<file path="src/rtl/prof_cnt_pkg.sv">
package prof_cnt_pkg;

  // Which slot a read strobe selects this cycle.
  typedef enum logic [1:0] {
    SEL_NONE = 2'd0,
    SEL_LO   = 2'd1,
    SEL_HI   = 2'd2
  } rd_sel_e;

endpackage

</file>
<file path="src/rtl/prof_cnt_pace.sv">
// Start latch and divide-by-DIV prescaler.
module prof_cnt_pace #(
  parameter int DIV = 4
) (
  input  logic clk,
  input  logic rst_n,
  input  logic start_req,
  output logic running,
  output logic tick
);
  localparam int PH_W = (DIV > 2) ? $clog2(DIV) : 1;
  localparam logic [PH_W-1:0] LAST = PH_W'(DIV - 1);

  logic [PH_W-1:0] phase;

  always_ff @(posedge clk or negedge rst_n) begin
    if (!rst_n) begin
      running <= 1'b0;
      phase   <= '0;
    end else begin
      if (start_req) running <= 1'b1;
      if (running) phase <= (phase == LAST) ? '0 : phase + 1'b1;
    end
  end

  assign tick = running && (phase == LAST);

endmodule

</file>
<file path="src/rtl/prof_cnt_acc.sv">
// Wrapping accumulator stepped by the prescaler tick.
module prof_cnt_acc #(
  parameter int CNT_W = 64
) (
  input  logic             clk,
  input  logic             rst_n,
  input  logic             tick,
  output logic [CNT_W-1:0] count
);
  always_ff @(posedge clk or negedge rst_n) begin
    if (!rst_n)    count <= '0;
    else if (tick) count <= count + 1'b1;
  end
endmodule

</file>
<file path="src/rtl/prof_cnt_snap.sv">
// Shadow capture and registered read mux.
module prof_cnt_snap
  import prof_cnt_pkg::*;
#(
  parameter int CNT_W = 64
) (
  input  logic              clk,
  input  logic              rst_n,
  input  logic              rd_go,
  input  rd_sel_e           sel,
  input  logic [CNT_W-1:0]  count,
  output logic [CNT_W-1:0]  snap,
  output logic [CNT_W/2-1:0] rd_data,
  output logic              rd_valid
);
  localparam int HALF_W = CNT_W / 2;

  always_ff @(posedge clk or negedge rst_n) begin
    if (!rst_n) begin
      snap     <= '0;
      rd_data  <= '0;
      rd_valid <= 1'b0;
    end else begin
      rd_valid <= rd_go;
      if (rd_go) begin
        unique case (sel)
          SEL_LO: begin
            snap    <= count;
            rd_data <= count[HALF_W-1:0];
          end
          SEL_HI:  rd_data <= snap[CNT_W-1:HALF_W];
          default: rd_data <= '0;
        endcase
      end
    end
  end
endmodule

</file>
<file path="src/rtl/prof_counter64.sv">
module prof_counter64
  import prof_cnt_pkg::*;
#(
  parameter int                CNT_W   = 64,
  parameter int                DIV     = 4,
  parameter int                ADDR_W  = 4,
  parameter logic [ADDR_W-1:0] LO_ADDR = 'h0,
  parameter logic [ADDR_W-1:0] HI_ADDR = 'h4
) (
  input  logic                 clk,
  input  logic                 rst_n,
  input  logic [ADDR_W-1:0]    bus_addr,
  input  logic                 bus_wr,
  input  logic [CNT_W/2-1:0]   bus_wdata,
  input  logic                 bus_rd,
  output logic [CNT_W/2-1:0]   rd_data,
  output logic                 rd_valid
);
  logic             running;
  logic             tick;
  logic [CNT_W-1:0] count;
  logic [CNT_W-1:0] snap;
  logic             lo_hit;
  logic             hi_hit;
  logic             start_req;
  rd_sel_e          sel;

  // Write data carries no meaning; keep it visibly consumed.
  logic unused_wdata;
  assign unused_wdata = ^bus_wdata;

  assign lo_hit    = (bus_addr == LO_ADDR);
  assign hi_hit    = (bus_addr == HI_ADDR);
  assign start_req = bus_wr && lo_hit;

  always_comb begin
    if (lo_hit)      sel = SEL_LO;
    else if (hi_hit) sel = SEL_HI;
    else             sel = SEL_NONE;
  end

  prof_cnt_pace #(.DIV(DIV)) u_pace (
    .clk       (clk),
    .rst_n     (rst_n),
    .start_req (start_req),
    .running   (running),
    .tick      (tick)
  );

  prof_cnt_acc #(.CNT_W(CNT_W)) u_acc (
    .clk   (clk),
    .rst_n (rst_n),
    .tick  (tick),
    .count (count)
  );

  prof_cnt_snap #(.CNT_W(CNT_W)) u_snap (
    .clk      (clk),
    .rst_n    (rst_n),
    .rd_go    (bus_rd),
    .sel      (sel),
    .count    (count),
    .snap     (snap),
    .rd_data  (rd_data),
    .rd_valid (rd_valid)
  );

endmodule

</file>
<file path="config.mk">
export PLATFORM = sky130hd
export DESIGN_NAME = prof_counter64
export DESIGN_NICKNAME = d
export VERILOG_FILES = /design/src/rtl/prof_cnt_pkg.sv /design/src/rtl/prof_cnt_pace.sv /design/src/rtl/prof_cnt_acc.sv /design/src/rtl/prof_cnt_snap.sv /design/src/rtl/prof_counter64.sv
export SDC_FILE = /design/constraint.sdc
export NUM_CORES = 1
export LEC_CHECK = 0
export BUFFER_PORTS_ARGS = -buffer_cell sky130_fd_sc_hd__buf_2
export CORE_ASPECT_RATIO = 0.7
export CORE_UTILIZATION = 30
export CTS_BUF_LIST = sky130_fd_sc_hd__clkbuf_8 sky130_fd_sc_hd__clkbuf_16
export CTS_CLUSTER_SIZE = 20
export DETAILED_ROUTE_END_ITERATION = 8
export GPL_ROUTABILITY_DRIVEN = 0
export SYNTH_ARGS = -nofsm -noshare
export SYNTH_HDL_FRONTEND = slang
export SYNTH_HIERARCHICAL = 1
export SYNTH_SLANG_ARGS = --single-unit
</file>
<file path="constraint.sdc">
create_clock -name clk -period 4.6 [get_ports clk]
set_input_delay 0.46 -clock clk [delete_from_list [all_inputs] [get_ports clk]]
set_output_delay 0.46 -clock clk [all_outputs]
set_load 0.02 [all_outputs]
</file>
==> impl_metrics.ini <==
[critical_path]
cpPeakStageDelay_ns = 0.37
r2r_start = u_pace/phase[0]$_DFFE_PN0P_
crit_slowest_cell = dfrtp_1
r2r_end = u_acc/count[52]$_DFFE_PN0P_
worst_r2r_path_depth = 7
endpoint_kind = register
arrival_ns = 2.65
worstSetupPathType = register to register
required_ns = 4.93
path_cells = ha_1 > and2_2 > nand4_1 > nor3_2 > nand4_2 > nor3_1 > xor2_1
startpoint_type = register
r2r_setup_slack_ns = 2.27
cp_max_fo = 7
cp-startpoint = u_pace/phase[0]$_DFFE_PN0P_

[job]
drv_cap = 0

[sta]
max-slew-margin-rel_pct = 14.7
slew_viol_final = 0
finalSetupTns_ns = 0
finalSetupViolations = 0
worst_slew_pin_slew_ns = 1.28
rsz0062_at_grt = no
finalCritPeriodShare_pct = 50.5
fmax_mhz = 430
hold-worst-slack_ns = 0.225
timing.final.ws_setup_ns = 2.27
timing.final.hold_violations = 0
period_needed_ns = 2.33
fin_worst_skew_ns = 0.00831

[pwr]
power.total_mw = 2.84
leakage_nw = 3.34
irDropWorstVdd_mv = 0.174
power_density_nw_per_um2 = 394

[finish]
nFillCells = 1985
finalNonFillerCells = 841
nets = 603
syn2layout_area_growth_pct = 18.4
diodes = 0
layout-drive-gt1-share_pct = 24.0

[drt]
routedWlPerCell_um = 16.0
drt_iter0_drc = 284
ant_nets = 0
route.detailed.drc = 0
viasPerCell = 4.85
dr.pass1.iters = 4
routed_wl_um = 13400
via_count = 4075

[logic_synthesis]
ys_warn_count = 6
synth_cells = 514
synth_area_um2 = 6070
syn_area_per_cell_um2 = 11.8
synth_fp_nets = 558

[global_route]
antenna_found_initial = 0
grt_pass1_vias = 4276
grt_max_degree = 80
grt.total_usage_pct = 14.1
grt_pass1_wl_um = 22400
grt_overflow = 0

[die]
core_area_um2 = 19800
core.rowCount = 43
dieArea_um2 = 20800
io_pins = 73
die_h_um = 121
die_w_um = 172
initial_core_util_pct = 30.7

[clock_network]
post_cts_buffers = 0
clock-sinks = 132
cts_root_buffer = clkbuf_16
cts_tree = yes
ctsHoldBuffers = 0
cts_buffer_depth = 2
numCtsBuffers = 17
htreeDepth = 4
cts.clk_slew.worst_paths_ns = 0.06
clkLatencyLatePin_ns = 0.41
cts-resized-gates = 0

[placement]
dp_slack_ns = 1.93
place_inst = 810
port_buffers = 40
dp_hpwl_um = 9250

[run_status]
status = completed

[hold_path]
hold_class = input pin to async pin
==> layout by cell type, fill, tap and decap left out, drive strengths merged <==
| master | count |
|---|---|
| nand2 | 30 |
| nor2 | 26 |
| o22ai | 32 |
| or2 | 3 |
| mux2 | 34 |
| nand3 | 23 |
| nor4 | 12 |
| ha | 4 |
| buf | 44 |
| xor2 | 35 |
| nor3 | 22 |
| and2 | 4 |
| bufinv | 5 |
| nand4 | 23 |
| nand2b | 2 |
| or3 | 1 |
| xnor2 | 28 |
| and3 | 2 |
| nor4b | 1 |
| nor3b | 1 |
| a22oi | 32 |
| clkinvlp | 2 |
| dfrtp | 132 |
| clkinv | 5 |
| clkbuf | 18 |
| mux2i | 1 |
| inv | 46 |
| and4 | 3 |
==> report_power, final <==
| group | internal (mW) | total [mW] | switching, mW | leakage (nW) |
|---|---|---|---|---|
| registers | 1.19 | 1.23 | 0.0371 | 1.83 |
| clock network | 0.973 | 1.47 | 0.500 | 0.313 |
| logic | 0.0570 | 0.135 | 0.0779 | 1.20 |
| total | 2.22 | 2.84 | 0.615 | 3.34 |
==> metrics by stage <==
step,instance area [um^2],utilization (%)
global route,7190,36.3
global placement,6540,33.1
floorplan,6070,-
detailed placement,6540,33.1
CTS,7190,36.3
finish,7190,36.3
==> sequential cells by signal (all words and copies together), names as in the netlist <==
register / count
u_snap/snap: 32
u_pace/running: 1
u_pace/phase: 2
u_snap/rd_data: 32
u_snap/rd_valid: 1
u_acc/count: 64
==> metal layers <==
layer	global-route usage, %	routed length (um)	up-vias	part of all wire, %
li1	-	-	1905	-
met5	0	0	-	0
met4	4.87	85	0	0.63
met3	3.03	703	8	5.2
met2	21.0	6120	93	46
met1	20.1	6520	2069	49
==> how the worst max path moves through the flow <==
stage                     slack, ns                        endpoint
after floorplan                2.69     u_snap/snap[39]$_DFFE_PN0P_
after global placement         2.00  u_snap/rd_data[19]$_DFFE_PN0P_
after detailed placement       1.93  u_snap/rd_data[19]$_DFFE_PN0P_
after CTS                      2.33     u_acc/count[52]$_DFFE_PN0P_
after global routing           2.08  u_snap/rd_data[30]$_DFFE_PN0P_
final                          2.27     u_acc/count[52]$_DFFE_PN0P_
==> layout make-up <==
class	count	area (um^2)	area share, %
inverter	45	169	2.35
tap	270	338	4.70
clock buffer	18	439	6.11
clock inverter	13	209	2.91
sequential	132	3300	45.9
timing repair buffer	44	245	3.41
multi-input combinational	319	2490	34.6
==> worst max-delay path: cells and delay by family, from the launching register on <==
family,cells,cell delay (ns)
AND/OR/NAND/NOR,5,1.54
flip-flops,1,0.37
XOR/XNOR,1,0.17
adder cells (fa/ha/maj),1,0.16
Note: power is estimated with default switching activity, not from simulation.
